[config.mk]
export PLATFORM = sky130hd
export DESIGN_NAME = pulse_acc_top
export DESIGN_NICKNAME = d
export VERILOG_FILES = /design/src/rtl/pulse_acc_pkg.sv /design/src/rtl/pulse_acc_ctrl.sv /design/src/rtl/pulse_acc_dp.sv /design/src/rtl/pulse_acc_top.sv
export SDC_FILE = /design/constraint.sdc
export NUM_CORES = 1
export LEC_CHECK = 0
export BUFFER_PORTS_ARGS = -buffer_cell sky130_fd_sc_hd__clkbuf_2
export CAP_MARGIN = 10
export CORE_ASPECT_RATIO = 1.4
export CORE_MARGIN = 2
export CORE_UTILIZATION = 25
export DETAILED_ROUTE_END_ITERATION = 8
export PLACE_DENSITY = 0.43
export SLEW_MARGIN = 20
export SYNTH_ARGS = -nofsm -noshare
export SYNTH_HDL_FRONTEND = slang
export SYNTH_SLANG_ARGS = --single-unit
[constraint.sdc]
create_clock -name clk -period 1.5 [get_ports clk]
set_input_delay 0.075 -clock clk [delete_from_list [all_inputs] [get_ports clk]]
set_output_delay 0.075 -clock clk [all_outputs]
set_load 0.05 [all_outputs]
[src/rtl/pulse_acc_pkg.sv]
package pulse_acc_pkg;
  localparam int CNT_W  = 8;
  localparam int NCH    = 2;
  localparam int ADDR_W = 3;

  localparam logic [ADDR_W-1:0] ADDR_CTRL = 3'd0;
  localparam logic [ADDR_W-1:0] ADDR_CHEN = 3'd1;
  localparam logic [ADDR_W-1:0] ADDR_FLAG = 3'd2;
  localparam logic [ADDR_W-1:0] ADDR_CNT0 = 3'd4;
  localparam logic [ADDR_W-1:0] ADDR_CNT1 = 3'd5;

  localparam int CASC_BIT = 6;
  localparam int OVIE_BIT = 1;
  localparam int OVF_BIT  = 1;

  typedef struct packed {
    logic [NCH-1:0]   inc;
    logic [NCH-1:0]   ld;
    logic [CNT_W-1:0] ldData;
  } acc_strobe_t;
endpackage

[src/rtl/pulse_acc_ctrl.sv]
module pulse_acc_ctrl
  import pulse_acc_pkg::*;
#(
  parameter int SYNC_STAGES = 2
) (
  input  logic                 clk,
  input  logic                 rstN,
  input  logic [ADDR_W-1:0]    regAddr,
  input  logic                 regWe,
  input  logic [CNT_W-1:0]     regWdata,
  output logic [CNT_W-1:0]     regRdata,
  input  logic [NCH-1:0]       pulseIn,
  input  logic                 timerEn,
  input  logic [CNT_W-1:0]     cnt0,
  input  logic [CNT_W-1:0]     cnt1,
  output acc_strobe_t          stb,
  output logic                 irq
);
  localparam logic [CNT_W-1:0] ALL_ONES = {CNT_W{1'b1}};

  logic           cascEn;
  logic           ovIe;
  logic [NCH-1:0] chEn;
  logic           ovfFlag;
  logic [NCH-1:0] edgeSeen;
  logic           setOvf;
  logic           clrOvf;

  // Per-channel synchroniser followed by an edge detector
  for (genvar ch = 0; ch < NCH; ch++) begin : g_sync
    logic [SYNC_STAGES-1:0] syncQ;
    logic                   prevLvl;
    always_ff @(posedge clk or negedge rstN) begin
      if (!rstN) begin
        syncQ   <= '0;
        prevLvl <= 1'b0;
      end else begin
        syncQ   <= {syncQ[SYNC_STAGES-2:0], pulseIn[ch]};
        prevLvl <= syncQ[SYNC_STAGES-1];
      end
    end
    assign edgeSeen[ch] = syncQ[SYNC_STAGES-1] & ~prevLvl;
  end

  // Count strobes: cascade mode overrides the per-channel gating
  always_comb begin
    stb.ldData = regWdata;
    stb.ld[0]  = regWe && (regAddr == ADDR_CNT0);
    stb.ld[1]  = regWe && (regAddr == ADDR_CNT1);
    if (cascEn) begin
      stb.inc[0] = edgeSeen[0];
      stb.inc[1] = edgeSeen[0] && (cnt0 == ALL_ONES);
    end else begin
      stb.inc[0] = edgeSeen[0] && chEn[0] && timerEn;
      stb.inc[1] = edgeSeen[1] && chEn[1] && timerEn;
    end
  end

  assign setOvf = cascEn && edgeSeen[0] && (cnt0 == ALL_ONES) && (cnt1 == ALL_ONES);
  assign clrOvf = regWe && (regAddr == ADDR_FLAG) && regWdata[OVF_BIT];

  always_ff @(posedge clk or negedge rstN) begin
    if (!rstN) begin
      cascEn  <= 1'b0;
      ovIe    <= 1'b0;
      chEn    <= '0;
      ovfFlag <= 1'b0;
    end else begin
      if (regWe && regAddr == ADDR_CTRL) begin
        cascEn <= regWdata[CASC_BIT];
        ovIe   <= regWdata[OVIE_BIT];
      end
      if (regWe && regAddr == ADDR_CHEN) chEn <= regWdata[NCH-1:0];
      if (setOvf)      ovfFlag <= 1'b1;
      else if (clrOvf) ovfFlag <= 1'b0;
    end
  end

  always_comb begin
    regRdata = '0;
    case (regAddr)
      ADDR_CTRL: begin
        regRdata[CASC_BIT] = cascEn;
        regRdata[OVIE_BIT] = ovIe;
      end
      ADDR_CHEN: regRdata[NCH-1:0] = chEn;
      ADDR_FLAG: regRdata[OVF_BIT] = ovfFlag;
      ADDR_CNT0: regRdata = cnt0;
      ADDR_CNT1: regRdata = cnt1;
      default:   regRdata = '0;
    endcase
  end

  assign irq = ovfFlag & ovIe;

  // the flag only rises after the joined count was at its top value
  a_r7_ovf_source: assert property (@(posedge clk) disable iff (!rstN)
    (ovfFlag && !$past(ovfFlag)) |-> $past(cascEn && cnt0 == ALL_ONES && cnt1 == ALL_ONES));

  // a clear that does not meet a set empties the flag
  a_r8_clear: assert property (@(posedge clk) disable iff (!rstN)
    $past(clrOvf && !setOvf) |-> !ovfFlag);

  // a set always leaves the flag high
  a_r8_set_wins: assert property (@(posedge clk) disable iff (!rstN)
    $past(setOvf) |-> ovfFlag);
endmodule

[src/rtl/pulse_acc_dp.sv]
module pulse_acc_dp
  import pulse_acc_pkg::*;
(
  input  logic             clk,
  input  logic             rstN,
  input  acc_strobe_t      stb,
  output logic [CNT_W-1:0] cnt0,
  output logic [CNT_W-1:0] cnt1
);
  logic [CNT_W-1:0] cntQ [NCH];

  for (genvar ch = 0; ch < NCH; ch++) begin : g_cnt
    always_ff @(posedge clk or negedge rstN) begin
      if (!rstN)               cntQ[ch] <= '0;
      else if (stb.ld[ch])     cntQ[ch] <= stb.ldData;
      else if (stb.inc[ch])    cntQ[ch] <= cntQ[ch] + CNT_W'(1);
    end

    // a load strobe puts the written byte in the counter
    a_r10_load: assert property (@(posedge clk) disable iff (!rstN)
      $past(stb.ld[ch]) |-> cntQ[ch] == $past(stb.ldData));

    // an unloaded increment moves the count by exactly one
    a_r3_step: assert property (@(posedge clk) disable iff (!rstN)
      $past(stb.inc[ch] && !stb.ld[ch]) |-> cntQ[ch] == $past(cntQ[ch]) + CNT_W'(1));

    // without any strobe the count holds
    a_r4_hold: assert property (@(posedge clk) disable iff (!rstN)
      $past(!stb.inc[ch] && !stb.ld[ch]) |-> $stable(cntQ[ch]));
  end

  assign cnt0 = cntQ[0];
  assign cnt1 = cntQ[1];
endmodule

[src/rtl/pulse_acc_top.sv]
module pulse_acc_top
  import pulse_acc_pkg::*;
#(
  parameter int SYNC_STAGES = 2
) (
  input  logic              clk,
  input  logic              rstN,
  input  logic [ADDR_W-1:0] regAddr,
  input  logic              regWe,
  input  logic [CNT_W-1:0]  regWdata,
  output logic [CNT_W-1:0]  regRdata,
  input  logic [NCH-1:0]    pulseIn,
  input  logic              timerEn,
  output logic              irq
);
  acc_strobe_t      stb;
  logic [CNT_W-1:0] cnt0;
  logic [CNT_W-1:0] cnt1;

  pulse_acc_ctrl #(.SYNC_STAGES(SYNC_STAGES)) u_ctrl (
    .clk(clk), .rstN(rstN), .regAddr(regAddr), .regWe(regWe),
    .regWdata(regWdata), .regRdata(regRdata), .pulseIn(pulseIn),
    .timerEn(timerEn), .cnt0(cnt0), .cnt1(cnt1), .stb(stb), .irq(irq)
  );

  pulse_acc_dp u_dp (
    .clk(clk), .rstN(rstN), .stb(stb), .cnt0(cnt0), .cnt1(cnt1)
  );
endmodule

Word-level counts from Yosys, hierarchy flattened
Index checks and enable logic that the tools add are counted.
{ "word_totals": {"register_bits": 27, "out_inout_bits": 9, "wordCells": 53} }
{ "op_classes": {"n_addsub": 2, "eq_ne": 6, "n_mux": 12, "n_bitwise": 5, "reduce_logical": 18} }
{ "op_table": {"columns": ["cell", "n"], "rows": [
  ["8-bit 2-to-1 mux", 4],
  ["8-bit by 1-bit adder with 8-bit output, second input constant", 2],
  ["8-bit == test, second input constant", 2],
  ["1-bit logical AND", 14],
  ["4-bit case mux with 2 select lines", 1],
  ["3-bit == test, second input constant", 2],
  ["1-bit case mux with 3 select lines", 2],
  ["2-bit nonzero test", 3],
  ["1-bit case mux with 5 select lines", 1],
  ["1-bit bitwise AND", 3],
  ["3-bit by 1-bit == test with 1-bit output, second input constant", 1],
  ["3-bit by 2-bit == test with 1-bit output, second input constant", 1],
  ["3-bit zero test", 1],
  ["1-bit 2-to-1 mux", 2],
  ["2-bit 2-to-1 mux", 1],
  ["1-bit inverter", 2],
  ["1-bit case mux with 2 select lines", 1]
]} }

Depth between registers and ports, before layout
{ "depth": {"word_depth": 7, "ltp_mapped": 7, "ltp_nobuf": 6} }

Hierarchy
A second synthesis with hierarchy kept.
{ "unflattened": {"cells_unflattened": 170, "area_unflattened_um2": 1607.8} }
{ "by_module_without_submodules": {"columns": ["module", "instances", "cells_each", "area_each_um2", "seq_area_each_um2"], "rows": [
  ["pulse_acc_dp", 1, 98, 905.9, 400.4],
  ["pulse_acc_ctrl", 1, 72, 701.9, 275.3]
]} }

Worst setup path before layout
No wires, ideal clock.
{ "synth_timing": {"path_type": "register to register", "from": "register u_dp.cntQ (netlist bit u_dp.cnt0[0])", "to": "register u_dp.cntQ (netlist bit u_dp.cnt1[3])", "t_arrival_ns": 1.349, "t_required_ns": 1.375, "setup_slack_ns": 0.026, "stages_incl_launch_ff": 7, "n_path_buf": 0, "cell_sequence": "dfrtp_1 > ha_1 > and3_4 > nand3_4 > a21oi_1 > xor2_1 > mux2_2"} }
{ "synth_between": {"elab_chain_cells": 4} }
{ "synth_lines": {"columns": ["element", "line_no", "text"], "rows": [
  ["from (decl)", "pulse_acc_dp.sv:10", "logic [CNT_W-1:0] cntQ [NCH];"],
  ["from (signal, indexed assignment)", "pulse_acc_dp.sv:15", "else if (stb.ld[ch]) cntQ[ch] <= stb.ldData;"],
  ["from (signal, indexed assignment)", "pulse_acc_dp.sv:16", "else if (stb.inc[ch]) cntQ[ch] <= cntQ[ch] + CNT_W'(1);"],
  ["8-bit == test", "pulse_acc_ctrl.sv:52", "stb.inc[1] = edgeSeen[0] && (cnt0 == ALL_ONES);"],
  ["1-bit logical AND", "pulse_acc_ctrl.sv:52", null],
  ["2-bit 2-to-1 mux", "pulse_acc_ctrl.sv:50", "if (cascEn) begin"],
  ["2-bit nonzero test (no line)", null, null]
]} }
Every way passes these cells.
A chain may end at the register's enable or synchronous reset.

Worst setup path in the final report
{ "layout_timing": {"from": "register u_dp.cntQ (netlist bit u_dp.cnt0[0])", "to": "output regRdata[0]"} }
{ "layout_between": {"elab_chain_cells": 1} }
{ "layout_lines": {"columns": ["element", "line_no", "text"], "rows": [
  ["1-bit case mux with 3 select lines", "pulse_acc_ctrl.sv:81", "case (regAddr)"],
  ["to (decl)", "pulse_acc_top.sv:11", "output logic [CNT_W-1:0] regRdata,"]
]} }
Every way passes these cells.

==> results.txt <==
----------------------------------------------------
[Clock network]
  Clock tree from TritonCTS ... done
  Clock Root Buffer ... clkbuf_8
  Clk pin slew, worst setup/hold paths ... 0.09 ns
  H-tree Lvls ... 1
  Num Clock Sinks ... 27
  CTS buffer count ... 3
  Clock latency of the later-clocked register in the worst-skew pair ... 0.27 ns
  Deepest clock path buffer count ... 2

[STA]
  Final cycle utilization of the critical path ... 99.9%
  Maximum clock frequency ... 0.668 GHz
  Fin. max-slew vios ... 0
  Worst slew pin tran ... 0.357 ns
  Fin crit period ... 1.50 ns
  Total negative slack ... 0 ns
  Final Hold Fails ... 0
  Worst slew margin relative to its limit ... 76.2%
  Worst slack on hold paths ... 0.0249 ns
  Unrepaired setup endpoints after global routing ... yes
  Final setup skew ... 0.00751 ns
  Final setup vio count ... 0

[Final layout]
  Footprint of the multi-input gates ... 825 µm²
  Layout fillers ... 627
  Register Area ... 676 µm²
  Share of cells above drive strength 1 ... 35.0%
  Layout net count ... 220
  Area Overhead vs Synth ... 30.1%
  Most frequent cells in the layout ... dfrtp_1, nand2_1, clkbuf_2, buf_4
  Leading cell type in the layout, fill and taps excluded ... dfrtp_1
  Number of diodes added for antenna fixing ... 0

[Hold path]
  Hold EP ... u_dp.cnt1[7]
  Hold Path Origin ... regWdata[7]
  Hold crit path type ... input pin to register
  Hold Crit Depth ... 3

[Setup path]
  Critical setup path kind ... register to output pin
  Critical path, cell by cell ... buf_6 -> mux2_4 -> a21oi_2 -> nor2_2 -> buf_8
  Crit Reg-Reg Startpoint ... u_dp.cnt0[0]
  Dominant delay contributor by cell family on the critical path ... flip-flops
  Critical register-to-register path endpoint ... u_dp.cnt1[2]
  Critical Path Start Type ... register
  Crit path buf inv count ... 2
  Worst reg2reg path depth ... 7
  Critical path data arrival time ... 1.42 ns
  R2r setup slk ... 0.02 ns
  Library cell contributing the largest single delay on the critical path ... dfrtp_1
  CP required ... 1.42 ns
  Biggest fanout along the worst timing path ... 3
  Endpoint type of the worst setup path ... output pin
  Largest incremental delay on the critical path ... 0.40 ns

[Yosys]
  Synth area leaders ... dfrtp_1, nand2_1, mux2i_1, mux2_2, xnor2_1
  Synthesis warning total ... 0
  Synth Net Count ... 173
  Cell Area, Synth ... 1520 µm²
  Flop and latch count out of synthesis ... 27
  Post-Synthesis Cells ... 154
  Cell type with the largest total area after synthesis ... dfrtp_1
  Area share of the largest cell type after synthesis ... 44.5%
  Unique masters post-synth ... 36
  Portion of the post-synthesis area used by sequential elements ... 44.5%
  Avg Cell Area, Syn ... 9.86 µm²

[Global route]
  Via count of the first global-routing pass ... 1271
  Wire length of the first global-routing pass ... 6290 µm
  Number of antenna violations at the first check in global routing ... 0
  Gr usage total ... 12.1%
  Pin count of the biggest net entering global routing ... 28
  Congestion Overflow GR ... 0

[Route]
  Vias after detailed routing ... 1233
  Post-DRT Antenna Nets ... 0
  First-pass iteration count of the detailed router ... 4
  Routed Wire Length ... 3840 µm
  First DRT Iteration DRCs ... 30
  Total DRC errors in the routed layout ... 0
  Drt wl/cell ... 14.2 µm
  Number of vias per cell ... 4.57

[Pwr]
  Peak ir drop on the vdd network ... 0.477 mV
  Static leakage power ... 0.849 nW
  Pwr per Cell Area ... 1250 nW/µm²

[Flow run]
  Count of max-cap constraint violations ... 0

[Die]
  Die Outline Area ... 6720 µm²
  Io pins ... 26
  Number of cell rows ... 33
  Die extent in y ... 96.2 µm
  Standard cell core area ... 5860 µm²
  Chip Width ... 69.9 µm
  Effective utilization at floorplan ... 25.9%

[Place]
  Post-detailed-placement half-perimeter wirelength ... 3040 µm
  Port-buffer cells ... 25
  RD Place Congestion ... 0.789

[Run status]
  Result of the run ... finished, final reports clean

----------------------------------------------------
-- synthesized netlist by cell type, drive strengths merged --
master,count
ha,2
nand2b,2
and4b,1
nand3,7
mux2i,9
xor2,5
and4bb,1
dfrtp,27
nand2,26
a31oi,1
and3,4
buf,6
o31ai,1
xnor2,9
and2,1
and4,2
nor3,3
o22ai,1
inv,1
o21ai,16
mux2,7
a21oi,6
a22oi,1
nor2,13
a21boi,1
a211oi,1
-- cells by family (layout without fill, tap and decap cells) --
group | Yosys count | in the layout | synth area share [%]
AO/OA/AOI/OAI | 28 | 28 | 10.6
XOR/XNOR | 14 | 14 | 8.07
adder cells (fa/ha/maj) | 2 | 2 | 1.65
buffers and inverters | 7 | 53 | 2.55
flip-flops | 27 | 27 | 44.5
multiplexers | 16 | 16 | 11.1
AND/OR/NAND/NOR | 60 | 60 | 21.5
-- metal layers --
metal | routed length, µm | share of wire, % | global-route usage (%) | vias up
met1 | 1570 | 41 | 14.4 | 584
met5 | 0 | 0 | 0 | -
met3 | 52 | 1.4 | 1.36 | 8
met4 | 110 | 2.9 | 4.97 | 0
li1 | - | - | - | 626
met2 | 2100 | 55 | 22.2 | 15
-- state kept, by name, indices dropped and copies added (netlist names) --
register               cells
u_ctrl.g_sync.prevLvl      2
u_ctrl.ovfFlag             1
u_ctrl.g_sync.syncQ        4
u_ctrl.ovIe                1
u_ctrl.chEn                2
u_dp.cnt1                  8
u_dp.cnt0                  8
u_ctrl.cascEn              1
-- area by class of cell --
| class | count | share of cell area [%] |
|---|---|---|
| Multi-Input combinational cell | 120 | 41.7 |
| Sequential cell | 27 | 34.2 |
| Timing Repair Buffer | 48 | 17.2 |
| Tap cell | 70 | 4.43 |
| Clock buffer | 4 | 2.28 |
| Inverter | 1 | 0.190 |
-- what timing repair did --
action / CTS / global route
endpoints found under the setup margin: 3 / 9
gates resized for setup: 5 / 9
pin swaps: 1 / 3
setup buffers: 3 / 2
endpoints found under the hold margin: 29 / 0
hold buffers: 3 / 0
-- stage by stage --
stage | setup slack, ns | utilization (%) | cell area, µm² | instances | total power, mW
floorplan | 0.0258 | - | 1520 | 154 | 1.61
global placement | 0.0324 | 31.1 | 1820 | 258 | 1.98
detailed placement | 0.00412 | 31.1 | 1820 | 258 | 1.98
CTS | -0.0105 | 33.1 | 1940 | 268 | 2.43
global route | -0.0935 | 33.7 | 1980 | 270 | 2.65
finish | 0.00224 | 33.7 | 1980 | 270 | 2.46
-- worst min-delay path, cell delays in order --
cell and delay [ns]:
clkbuf_2 0.09, nand2_1 0.05, o21ai_1 0.05
-- power breakdown --
group	internal [mW]	total (mW)	switching [mW]
Combinational	0.487	0.965	0.478
Sequential	0.912	1.09	0.180
Clock	0.190	0.406	0.216
-- worst max-delay path by stage --
stage	end	cells after the start	startpoint
after floorplan	u_dp.cnt1[3]	6	u_dp.cnt0[0]
after global placement	u_dp.cnt1[3]	6	u_dp.cnt0[0]
after detailed placement	u_dp.cnt1[3]	6	u_dp.cnt0[0]
after CTS	regRdata[0]	5	u_dp.cnt0[0]
after global routing	u_dp.cnt1[2]	7	u_dp.cnt0[0]
final	regRdata[0]	5	u_dp.cnt0[0]
(Power assumes the default switching activity.)
